`src/rtl/irqSleepPkg.sv`:
```
package irqSleepPkg;
  localparam int DEF_NUM_EXT = 8;
  localparam int DEF_NUM_INT = 5;

  typedef enum logic [1:0] {
    PWR_RUN    = 2'd0,
    PWR_SLEEP1 = 2'd1,
    PWR_SLEEP2 = 2'd2
  } pwrState_t;

  typedef struct packed {
    logic flushPending;
  } ctrlStrobes_t;
endpackage

```
`src/rtl/irqSleepDatapath.sv`:
```
module irqSleepDatapath
  import irqSleepPkg::*;
#(
  parameter int NUM_EXT = DEF_NUM_EXT,
  parameter int NUM_INT = DEF_NUM_INT,
  localparam int NUM_SRC = NUM_EXT + NUM_INT
) (
  input  logic               clk,
  input  logic               porN,
  input  logic [NUM_EXT-1:0] extPins,
  input  logic [NUM_EXT-1:0] edgeSel,
  input  logic [NUM_INT-1:0] intReq,
  input  logic [NUM_SRC-1:0] irqEnable,
  input  logic               clearWr,
  input  logic [NUM_SRC-1:0] clearMask,
  input  ctrlStrobes_t       strobes,
  output logic [NUM_SRC-1:0] pendQ,
  output logic               wakeAny
);
  logic [NUM_EXT-1:0] syncA, syncB, lastLvl, extHit;
  logic [NUM_SRC-1:0] setVec;

  always_ff @(posedge clk or negedge porN) begin
    if (!porN) begin
      syncA   <= '0;
      syncB   <= '0;
      lastLvl <= '0;
    end else begin
      syncA   <= extPins;
      syncB   <= syncA;
      lastLvl <= syncB;
    end
  end

  for (genvar i = 0; i < NUM_EXT; i++) begin : g_edge
    always_comb begin
      if (edgeSel[i]) extHit[i] = syncB[i] & ~lastLvl[i];
      else            extHit[i] = ~syncB[i] & lastLvl[i];
    end
  end

  assign setVec = {intReq, extHit};

  always_ff @(posedge clk or negedge porN) begin
    if (!porN) begin
      pendQ <= '0;
    end else if (strobes.flushPending) begin
      pendQ <= '0;
    end else begin
      pendQ <= setVec | (pendQ & ~(clearWr ? clearMask : '0));
    end
  end

  assign wakeAny = |(pendQ & irqEnable);

  for (genvar j = 0; j < NUM_SRC; j++) begin : g_chk
    // a flag survives every cycle that neither clears nor flushes it
    assert_sticky_R4: assert property (@(posedge clk) disable iff (!porN)
      (pendQ[j] && !strobes.flushPending && !(clearWr && clearMask[j])) |=> pendQ[j]);
  end

  for (genvar k = 0; k < NUM_INT; k++) begin : g_intchk
    assert_int_capture_R3: assert property (@(posedge clk) disable iff (!porN)
      (intReq[k] && !strobes.flushPending) |=> pendQ[NUM_EXT+k]);
  end

  assert_flush_R7: assert property (@(posedge clk) disable iff (!porN)
    strobes.flushPending |=> (pendQ == '0));
endmodule

```
`src/rtl/irqSleepControl.sv`:
```
module irqSleepControl
  import irqSleepPkg::*;
(
  input  logic         clk,
  input  logic         porN,
  input  logic         extResetReq,
  input  logic         wdtEnable,
  input  logic         wdtTimeout,
  input  logic         sleepInstr,
  input  logic         slpcSet,
  input  logic         wakeAny,
  output ctrlStrobes_t strobes,
  output pwrState_t    stateQ,
  output logic         slpcQ,
  output logic         coreResetQ,
  output logic         resumeQ
);
  logic resetEvt;

  assign resetEvt = extResetReq | (wdtEnable & wdtTimeout);
  assign strobes.flushPending = resetEvt;

  always_ff @(posedge clk or negedge porN) begin
    if (!porN) begin
      stateQ     <= PWR_RUN;
      slpcQ      <= 1'b0;
      coreResetQ <= 1'b0;
      resumeQ    <= 1'b0;
    end else begin
      coreResetQ <= resetEvt;
      resumeQ    <= 1'b0;
      if (resetEvt) begin
        stateQ <= PWR_RUN;
        slpcQ  <= 1'b0;
      end else begin
        unique case (stateQ)
          PWR_RUN: begin
            if (sleepInstr && wdtEnable) begin
              stateQ <= PWR_SLEEP1;
            end else if (slpcSet) begin
              stateQ <= PWR_SLEEP2;
              slpcQ  <= 1'b1;
            end
          end
          PWR_SLEEP1: stateQ <= PWR_SLEEP1;
          PWR_SLEEP2: begin
            if (wakeAny) begin
              stateQ  <= PWR_RUN;
              slpcQ   <= 1'b0;
              resumeQ <= 1'b1;
            end
          end
          default: stateQ <= PWR_RUN;
        endcase
      end
    end
  end

  assert_refuse_sleep_R6: assert property (@(posedge clk) disable iff (!porN)
    (stateQ == PWR_RUN && !resetEvt && !wdtEnable && !slpcSet) |=> (stateQ == PWR_RUN));
  assert_sleep1_hold_R7: assert property (@(posedge clk) disable iff (!porN)
    (stateQ == PWR_SLEEP1 && !resetEvt) |=> (stateQ == PWR_SLEEP1));
  assert_reset_exit_R7: assert property (@(posedge clk) disable iff (!porN)
    resetEvt |=> (stateQ == PWR_RUN && !slpcQ && coreResetQ));
  assert_sleep2_wake_R9: assert property (@(posedge clk) disable iff (!porN)
    (stateQ == PWR_SLEEP2 && wakeAny && !resetEvt) |=> (stateQ == PWR_RUN && !slpcQ && resumeQ));
  assert_sleep2_hold_R9: assert property (@(posedge clk) disable iff (!porN)
    (stateQ == PWR_SLEEP2 && !wakeAny && !resetEvt) |=> (stateQ == PWR_SLEEP2 && slpcQ));
  assert_slpc_state_R8: assert property (@(posedge clk) disable iff (!porN)
    slpcQ |-> (stateQ == PWR_SLEEP2));
endmodule

```
`src/rtl/irqSleepCtrl.sv`:
```
module irqSleepCtrl
  import irqSleepPkg::*;
#(
  parameter int NUM_EXT = DEF_NUM_EXT,
  parameter int NUM_INT = DEF_NUM_INT,
  localparam int NUM_SRC = NUM_EXT + NUM_INT
) (
  input  logic               clk,
  input  logic               porN,
  input  logic               extResetReq,
  input  logic               wdtEnable,
  input  logic               wdtTimeout,
  input  logic [NUM_EXT-1:0] extPins,
  input  logic [NUM_EXT-1:0] edgeSel,
  input  logic [NUM_INT-1:0] intReq,
  input  logic [NUM_SRC-1:0] irqEnable,
  input  logic               clearWr,
  input  logic [NUM_SRC-1:0] clearMask,
  input  logic               sleepInstr,
  input  logic               slpcSet,
  output logic [NUM_SRC-1:0] pending,
  output logic               irqToCore,
  output logic               slpcBit,
  output logic               mainClkEn,
  output logic [1:0]         powerState,
  output logic               coreResetReq,
  output logic               resumePulse
);
  ctrlStrobes_t strobes;
  pwrState_t    stateQ;
  logic         wakeAny;

  irqSleepDatapath #(.NUM_EXT(NUM_EXT), .NUM_INT(NUM_INT)) u_dp (
    .clk(clk), .porN(porN), .extPins(extPins), .edgeSel(edgeSel),
    .intReq(intReq), .irqEnable(irqEnable), .clearWr(clearWr),
    .clearMask(clearMask), .strobes(strobes), .pendQ(pending),
    .wakeAny(wakeAny)
  );

  irqSleepControl u_ctl (
    .clk(clk), .porN(porN), .extResetReq(extResetReq),
    .wdtEnable(wdtEnable), .wdtTimeout(wdtTimeout),
    .sleepInstr(sleepInstr), .slpcSet(slpcSet), .wakeAny(wakeAny),
    .strobes(strobes), .stateQ(stateQ), .slpcQ(slpcBit),
    .coreResetQ(coreResetReq), .resumeQ(resumePulse)
  );

  assign mainClkEn  = (stateQ == PWR_RUN);
  assign irqToCore  = wakeAny && (stateQ == PWR_RUN);
  assign powerState = stateQ;

  assert_no_irq_asleep_R5: assert property (@(posedge clk) disable iff (!porN)
    irqToCore |-> mainClkEn);
endmodule

```
`config.mk`:
```
export PLATFORM = sky130hd
export DESIGN_NAME = irqSleepCtrl
export DESIGN_NICKNAME = d
export VERILOG_FILES = /design/src/rtl/irqSleepPkg.sv /design/src/rtl/irqSleepDatapath.sv /design/src/rtl/irqSleepControl.sv /design/src/rtl/irqSleepCtrl.sv
export SDC_FILE = /design/constraint.sdc
export NUM_CORES = 1
export LEC_CHECK = 0
export BUFFER_PORTS_ARGS = -buffer_cell sky130_fd_sc_hd__buf_4
export CELL_PAD_IN_SITES_DETAIL_PLACEMENT = 0
export CELL_PAD_IN_SITES_GLOBAL_PLACEMENT = 1
export CORE_MARGIN = 2
export CORE_UTILIZATION = 36
export DETAILED_ROUTE_END_ITERATION = 10
export PLACE_DENSITY_LB_ADDON = 0.1
export SETUP_SLACK_MARGIN = 0.15
export SYNTH_ARGS = -nofsm -noshare
export SYNTH_HDL_FRONTEND = slang
export SYNTH_HIERARCHICAL = 1
export SYNTH_SLANG_ARGS = --single-unit
export TNS_END_PERCENT = 30
```
`constraint.sdc`:
```
create_clock -name clk -period 3 [get_ports clk]
set_clock_uncertainty 0.1 [all_clocks]
set_input_delay 0.75 -clock clk [delete_from_list [all_inputs] [get_ports clk]]
set_output_delay 0.75 -clock clk [all_outputs]
set_load 0.05 [all_outputs]
```
==> flow_summary.ini, run 1 <==
[status]
outcome = finished clean

[timing]
min_period_ns = 2.63
timing.final.setup_violations = 0
finalCritPeriodShare_pct = 87.5
worst_pin_slew_ns = 0.615
slew_violations = 0
max_slew_margin_pct = 59.0
setup_tns_ns = 0
fin_ws_ns = 0.374
hold_viol_final = 0
rsz0062_at_grt = false
max_freq_mhz = 381

[setup_path]
path_class = input pin to output pin
cp.required_ns = 2.15
setup.worst_path.end_class = output pin
crit_arrival_ns = 1.78
cp_max_fo = 3
r2r_slack_ns = 1.34
worstSetupStartpointType = input pin

[clocking]
cts-buffers-inserted = 5
cts_resized = 0
clk_pin_slew_ns = 0.07
numClockSinks = 42
clock_latency_ns = 0.29
cts_htree_levels = 2
cts-root-buf = clkbuf_8
cts_buffer_depth = 2
hold_buffers = 0
cts_setup_buffers = 0
cts_tree = built

[worst_hold_path]
hp-class = register to register

[layout]
seq_area_um2 = 1050
areaGrowthSynthToFinish_pct = 47.9
finalInstanceArea_um2 = 2200
n_fill_cell = 362
nets = 253
fin_cells = 249
drive_gt1_share_pct = 42.2
multi_input_area_um2 = 422
num_antenna_cells = 0

[floorplan]
die_w_um = 68.3
core.rowCount = 23
die-area_um2 = 4660
initial_core_util_pct = 37.2
fp.dieH_um = 68.3
io_pins = 75
core_area_um2 = 4000

[power]
ir_drop_mv = 0.415
p_clk_share_pct = 33.1
p_sw_uw = 321
p_leak_uw = 0.00107
power_density_nw_per_um2 = 564
p_int_uw = 920
p_seq_share_pct = 49.7
power_uw = 1240
switching_share_pct = 25.8
combPwrFrac_pct = 17.2

[yosys]
synth_nets = 174
seq_area_frac_synth_pct = 70.6
avgSynthCellArea_um2 = 12.5
synthDistinctLibCells = 16
ys_ff_latch = 42
yosys-top-cells-area = dfrtp_1 (71%), a22oi_1 (6.6%), a21oi_1 (5.0%)
yosysWarnings = 6
synth_area_leader_cell = dfrtp_1
synth_top_area_share_pct = 70.6
syn_inst = 119
syn_area_um2 = 1490

[grt]
grt-ovfl-total = 0
grt_antenna_before_repair = 0
grt_use_total_pct = 15.8
grt_pass1_wl_um = 5190
grt_pass1_vias = 1169
grt_max_degree = 43

[placed_design]
hpwl_um = 2450
place_ws_ns = 0.377
dpl_cell_area_um2 = 2090
place.gp.congestion = 0.685
place_inst = 241
io_buffers = 74

[route]
vias = 1209
wl_per_cell_um = 13.3
drtIter0Drc = 67
drcViolationCount = 0
wirelength_um = 3310
first_pass_iters = 4
final_antenna_net_count = 0
via_per_inst = 4.86

[flow_run]
max-cap-violations = 0
-- per-layer routing --
| layer | up-vias | GRT usage (%) | routed length, um |
|---|---|---|---|
| met5 | - | 0 | 0 |
| met4 | 0 | 5.25 | 25 |
| met3 | 2 | 6.25 | 378 |
| met2 | 70 | 26.3 | 1590 |
| met1 | 555 | 18.5 | 1320 |
| li1 | 582 | - | - |
-- cell families (layout without fill, tap and decap cells) --
group                  Yosys count  after routing  share of synthesized area (%)
buffers and inverters            2             82                           1.01
and+or+nand+nor                 44             44                           15.0
AOI/OAI and AO/OA               31             31                           13.4
DFF                             42             42                           70.6
-- cells in the mapped netlist --
cell type and count:
nand3b_1 10, and3_1 1, a22oi_1 13, or3b_1 1
clkbuf_1 1, a222oi_1 1, nor3_1 1, nand4_1 1
buf_6 1, nor3b_2 1, nor2_1 15, dfrtp_1 42
a21oi_2 1, a21oi_1 15, nand2_1 14, a21o_1 1
-- sequential cells by signal (all words and copies together) (netlist names) --
register and count:
u_ctl/resumeQ 1, u_dp/lastLvl 8, u_ctl/coreResetQ 1, u_ctl/stateQ 2, u_dp/syncA 8, u_ctl/slpcQ 1
u_dp/syncB 8, u_dp/pendQ 13
-- layout by cell type, fill, tap and decap left out, types with 8 or more instances in the layout --
master / count
buf_4: 74
dfrtp_1: 42
nor2_1: 15
a21oi_1: 15
nand2_1: 14
a22oi_1: 13
nand3b_1: 10
clkbuf_8: 8
-- power groups by stage --
stage | logic [uW] | registers (uW) | clock network [uW]
2_1_floorplan | 60.6 | 674 | 0
3_3_place_gp | 214 | 627 | 0
3_5_place_dp | 217 | 628 | 0
4_1_cts | 217 | 617 | 423
5_1_grt | 232 | 621 | 453
6_report | 214 | 617 | 410
-- final timing paths --
kind	start	to	cells past startpoint
min in group asynchronous	porN	u_dp/syncA[3]	1
worst max register to register	u_dp/pendQ[6]	u_ctl/stateQ[1]	4
worst max-delay path	irqEnable[2]	irqToCore	5
worst min register to register	u_dp/syncA[6]	u_dp/syncB[6]	0
max in group asynchronous	porN	u_ctl/slpcQ	1
worst min-delay path	u_dp/syncA[6]	u_dp/syncB[6]	0
-- per-stage QoR --
step	utilization, %	hold slack [ns]
6_report	55.0	0.248
5_1_grt	55.0	0.261
4_1_cts	55.0	0.258
3_5_place_dp	52.3	0.242
3_3_place_gp	52.3	0.234
2_1_floorplan	-	0.231
-- worst max-delay path: stages --
cell and delay [ns]:
buf_4 0.11, a222oi_1 0.35, nand4_1 0.19, nor3b_2 0.19
buf_4 0.19
-- area by class of cell --
cell class                      count  area share, %
Timing Repair Buffer               74           25.2
Multi-Input combinational cell     75           19.2
Tap cell                           50           2.84
Sequential cell                    42           47.8
Clock buffer                        8           5.00
Note: power is estimated with default switching activity, not from simulation.
==> inputs of run 2 (changes only) <==
--- a/config.mk
+++ b/config.mk
@@ -5,6 +5,7 @@
 export SDC_FILE = /design/constraint.sdc
 export NUM_CORES = 1
 export LEC_CHECK = 0
+export ABC_AREA = 1
 export BUFFER_PORTS_ARGS = -buffer_cell sky130_fd_sc_hd__buf_4
 export CELL_PAD_IN_SITES_DETAIL_PLACEMENT = 0
 export CELL_PAD_IN_SITES_GLOBAL_PLACEMENT = 1
==> run 2 against run 1 <==
Net effect: clock-buffer cell count decreased by 3; power increased by 3.7%; hold slack better by 0.0013 ns; flip-flop and latch count stayed put; synthesized cell count rose by 57%; setup slack better by 0.23 ns; via count up 15%; global-route usage fell by 1.3 points; maximum frequency increased by 9.4%; critical path type unchanged; largest cell class unchanged; highest routed layer unchanged.
==> flow_summary.ini, run 2 <==
[status]
outcome = finished clean

[yosys]
avgSynthCellArea_um2 = 9.09
syn_area_um2 = 1700
synth_area_leader_cell = dfrtp_1
synth_fa_ha_area_share_pct = 0
synth_edf_count = 0
synth_xor_area_share_pct = 0
ys_top_cells_by_count = nand2_1 (61), dfrtp_1 (42), inv_1 (32)
synth_nets = 242
muxShareOfSynthArea_pct = 0
yosys-top-cells-area = dfrtp_1 (62%), nand2_1 (13%), inv_1 (7.1%)
synth-simple-area-share_pct = 27.8
yosysWarnings = 6
synthArstFlopShare_pct = 100
synth_top_area_share_pct = 61.8
synth_top_family_by_area = simple AND/OR/NAND/NOR gates
ys_ff_latch = 42
seq_area_frac_synth_pct = 61.8
synth_compound_area_share_pct = 2.43
synth.most_common_cell = nand2_1
syn_inst = 187
synthDistinctLibCells = 14
ys.flop_type = dfrtp_1

[clocking]
cts-buffers-inserted = 5
cts_setup_buffers = 0
cts_tree = built
cts_htree_levels = 2
cts_buffer_depth = 2
clock_latency_ns = 0.29
cts-root-buf = clkbuf_8
hold_buffers = 0
numClockSinks = 42
cts_resized = 0
clk_pin_slew_ns = 0.07

[timing]
max_freq_mhz = 416
finalCritPeriodShare_pct = 80.0
worst_pin_slew_ns = 0.519
max_slew_margin_pct = 65.4
slew_violations = 0
fin_ws_ns = 0.599
min_period_ns = 2.40
hold_viol_final = 0
timing.final.setup_violations = 0
setup_tns_ns = 0
rsz0062_at_grt = false

[floorplan]
core_area_um2 = 4630
core.rowCount = 25
die-area_um2 = 5290
io_pins = 75
die_w_um = 72.7
fp.dieH_um = 72.7
initial_core_util_pct = 36.7

[setup_path]
worstSetupStartpointType = input pin
crit_arrival_ns = 1.55
path_class = input pin to output pin
setup.worst_path.end_class = output pin
cp.required_ns = 2.15
cp_max_fo = 3

[grt]
grt_pass1_wl_um = 5710
grt-ovfl-total = 0
grt_pass1_vias = 1310
grt_antenna_before_repair = 0
grt_use_total_pct = 14.5
grt_max_degree = 43

[route]
wirelength_um = 3560
first_pass_iters = 4
via_per_inst = 4.33
drtIter0Drc = 33
wl_per_cell_um = 11.1
final_antenna_net_count = 0
drcViolationCount = 0
vias = 1393

[layout]
fin_cells = 322
num_antenna_cells = 0
areaGrowthSynthToFinish_pct = 42.4
nets = 322
layout_common_cells = buf_4 (74), nand2_1 (61), dfrtp_1 (42)
largest_reg_flops = 13
regMostFlops = u_dp/pendQ
n_fill_cell = 454
utilization_pct = 52.3
final_common_cell = buf_4
drive_gt1_share_pct = 33.2

[power]
ir_drop_mv = 0.297
power_density_nw_per_um2 = 532
p_leak_uw = 0.00137

[placed_design]
hpwl_um = 2650
place.gp.congestion = 0.724
place_inst = 314
io_buffers = 74
place_ws_ns = 0.591

[flow_run]
max-cap-violations = 0

[worst_hold_path]
hp-class = register to register
run 2: cell types whose count changed in the layout (fill, tap and decap cells not counted), moves of 2 or more:
cell / change
nand2_1: +47
inv_1: +32
nand3_1: +14
a22oi_1: -13
a21oi_1: -10
clkbuf_8: -3
nand2_2: +3
clkinv_2: +2
nor2_1: -2
run 2: worst max-delay path: stages:
cell,delay [ns]
buf_4,0.11
nand2_1,0.07
nand2_1,0.05
inv_1,0.05
nand2_1,0.06
nor2_1,0.09
nand2_1,0.09
inv_1,0.07
nor2_2,0.04
buf_4,0.18
run 2: through the flow:
stage / power (uW) / hold slack, ns / instance area [um^2]
finish: 1290 / 0.250 / 2420
global route: 1360 / 0.262 / 2420
CTS: 1310 / 0.252 / 2420
detailed placement: 870 / 0.235 / 2310
floorplan: 754 / 0.231 / 1700
global placement: 869 / 0.232 / 2310
run 2: layout make-up:
| type | count | area [um^2] | share of cell area [%] |
|---|---|---|---|
| clock buffers | 5 | 68.8 | 2.84 |
| clock inverters | 3 | 40.0 | 1.65 |
| inverters | 33 | 124 | 5.12 |
| multi-input cells | 111 | 514 | 21.2 |
| flip-flops and latches | 42 | 1050 | 43.4 |
| well taps | 54 | 67.6 | 2.79 |
| repair buffers | 74 | 556 | 22.9 |
run 2: final timing paths:
kind                              endpoint  slack, ns  cells past startpoint     startpoint
max                              irqToCore       0.60                     10   irqEnable[2]
max reg2reg                u_ctl/stateQ[1]       1.55                     10  u_dp/pendQ[2]
max in group asynchronous  u_dp/lastLvl[3]       2.11                      1           porN
min in group asynchronous    u_dp/pendQ[7]       0.33                      1           porN
min                          u_dp/syncB[6]       0.25                      0  u_dp/syncA[6]
min reg2reg                  u_dp/syncB[6]       0.25                      0  u_dp/syncA[6]
run 2: cells by family after synthesis:
family	count (synthesis)
compound gates	6
simple gates	105
flops	42
buf+inv	34
run 2: routing by layer:
layer	global-route usage [%]	part of all wire, %	vias up
met5	0	0	-
met4	3.70	0.48	0
met3	6.08	8.4	2
met2	22.0	45	48
met1	19.2	46	616
li1	-	-	727
run 2: power breakdown:
part / switching [uW] / internal (uW) / total (uW) / leakage, uW
combinational: 143 / 98.0 / 241 / 0.000796
clock: 187 / 245 / 432 / 0.0000579
sequential: 18.5 / 596 / 615 / 0.000518
==> inputs of run 3 (changes only) <==
--- a/config.mk
+++ b/config.mk
@@ -10,7 +10,7 @@
 export CELL_PAD_IN_SITES_DETAIL_PLACEMENT = 0
 export CELL_PAD_IN_SITES_GLOBAL_PLACEMENT = 1
 export CORE_MARGIN = 2
-export CORE_UTILIZATION = 36
+export CORE_UTILIZATION = 30
 export DETAILED_ROUTE_END_ITERATION = 10
 export PLACE_DENSITY_LB_ADDON = 0.1
 export SETUP_SLACK_MARGIN = 0.15
==> constraint.sdc (replaced) <==
create_clock -name clk -period 2.1 [get_ports clk]
set_clock_uncertainty 0.1 [all_clocks]
set_input_delay 0.525 -clock clk [delete_from_list [all_inputs] [get_ports clk]]
set_output_delay 0.525 -clock clk [all_outputs]
set_load 0.05 [all_outputs]
==> run 3 against run 2 <==
Net effect: utilization decreased by 6.6 points; first-iteration DRC count decreased by 21%; via count increased by 1.1%; wire length increased by 6.3%; critical path depth decreased by 1; final cell count increased by 6.8%; combinational power increased by 51%; power increased by 55%; sequential power increased by 43%; largest power group unchanged; highest routed layer unchanged.
==> flow_summary.ini, run 3 (synthesis gave the netlist of run 2 again) <==
[layout]
layout_common_cells = buf_4 (77), nand2_1 (61), dfrtp_1 (41)
drive_gt1_share_pct = 35.3
finalInstanceArea_um2 = 2510
final_common_cell = buf_4
nets = 326
num_antenna_cells = 0
areaGrowthSynthToFinish_pct = 47.9
n_fill_cell = 558
largest_reg_flops = 13
regMostFlops = u_dp/pendQ

[timing]
hold_viol_final = 0
fin_ws_ns = 0.119
timing.final.setup_violations = 0
slew_violations = 0
setup_tns_ns = 0
min_period_ns = 1.98
rsz0062_at_grt = true
max_freq_mhz = 505
worst_pin_slew_ns = 0.512
max_slew_margin_pct = 65.9
finalCritPeriodShare_pct = 94.3

[setup_path]
critical_path.cell_chain = nand2_1 > nand2_1 > inv_1 > nand2_1 > nor2_1 > nand2_1 > inv_2 > nor2_4 > buf_6
setup.worst_path.start = u_dp/pendQ[3]
reg2reg_to = u_ctl/slpcQ
cpMostUsedCell = nand2_1
crit_slowest_cell = dfrtp_2
slowest_delay_ns = 0.41
rr_worst_depth = 11
cp_max_fo = 2
path_class = register to output pin
cp.required_ns = 1.47
worstSetupStartpointType = register
r2r_slack_ns = 0.57
reg2reg_from = u_dp/pendQ[3]
setup.worst_path.end_class = output pin
crit_arrival_ns = 1.36

[route]
drcViolationCount = 0
drtIter0Drc = 26
vias = 1409
wl_per_cell_um = 11.0
via_per_inst = 4.10
final_antenna_net_count = 0
first_pass_iters = 4
wirelength_um = 3790

[clocking]
cts_tree = built
cts-buffers-inserted = 5
hold_buffers = 0
cts_htree_levels = 2
clock_latency_ns = 0.29
cts_buffer_depth = 2
cts-root-buf = clkbuf_8
clk_pin_slew_ns = 0.08
numClockSinks = 42

[floorplan]
core.rowCount = 27
io_pins = 75
initial_core_util_pct = 30.9
core_area_um2 = 5510
die-area_um2 = 6290
die_w_um = 79.3
fp.dieH_um = 79.3

[grt]
grt.busiest_layer = met2
grt-ovfl-total = 0
grt_use_met1_pct = 17.3
grt_pass1_vias = 1411
grt_use_total_pct = 13.2
grt_use_met3_pct = 3.98
grt_pass1_wl_um = 6310
grt_antenna_before_repair = 0
grt_max_degree = 43
use_met2_pct = 20.2

[placed_design]
dpl_cell_area_um2 = 2340
place_ws_ns = 0.0926
place.gp.congestion = 0.706
io_buffers = 74
hpwl_um = 2810

[power]
power_density_nw_per_um2 = 794
p_leak_uw = 0.00140
power_uw = 2000
ir_drop_mv = 0.325

[status]
outcome = finished clean

[worst_hold_path]
hp-class = input pin to asynchronous set/reset pin

[flow_run]
max-cap-violations = 0
-- run 3: cell count changes in the layout (fill, tap and decap cells not counted), sizes merged --
cell and delta:
buf +4, bufinv +1, clkinv -1
-- run 3: worst max path at each step --
stage                           end  slack (ns)  cells after the start
after floorplan           irqToCore        0.15                      8
after global placement    irqToCore        0.10                     10
after detailed placement  irqToCore        0.09                     10
after CTS                 irqToCore        0.09                      9
after global routing      irqToCore       0.004                      9
final                     irqToCore        0.12                      9
-- run 3: final cells by class --
cell class | instances | area (um^2) | area share, %
Sequential cell | 42 | 1050 | 41.8
Multi-Input combinational cell | 111 | 522 | 20.7
Inverter | 33 | 124 | 4.93
Tap cell | 72 | 90.1 | 3.58
Timing Repair Buffer | 78 | 589 | 23.4
Clock inverter | 3 | 68.8 | 2.74
Clock buffer | 5 | 68.8 | 2.74
-- run 3: repair_timing --
item	4_1_cts	5_1_grt
pin swaps	0	1
gates resized for setup	2	1
buffers inserted	4	0
setup endpoints to repair	1	1
cloned	0	0
-- run 3: metrics by stage --
step / util, % / cells / hold WS (ns)
floorplan: - / 187 / 0.129
global placement: 42.5 / 332 / 0.233
detailed placement: 42.5 / 332 / 0.235
CTS: 45.6 / 344 / 0.121
global route: 45.7 / 344 / 0.139
finish: 45.7 / 344 / 0.103
-- run 3: worst max-delay path: cells and delay by family (launching register included) --
kind / cells / cell delay, ns
flops: 1 / 0.41
buf+inv: 3 / 0.26
simple gates: 6 / 0.40
-- run 3: layer usage --
layer | part of all wire [%] | wire (um)
met5 | 0 | 0
met4 | 1.8 | 67
met3 | 9.0 | 340
met2 | 43 | 1650
met1 | 46 | 1730
-- run 3: power by group --
part | leakage (uW) | total, uW | switching [uW] | internal, uW
clock network | 0.0000683 | 755 | 279 | 476
registers | 0.000517 | 879 | 26.6 | 852
logic | 0.000818 | 363 | 210 | 153
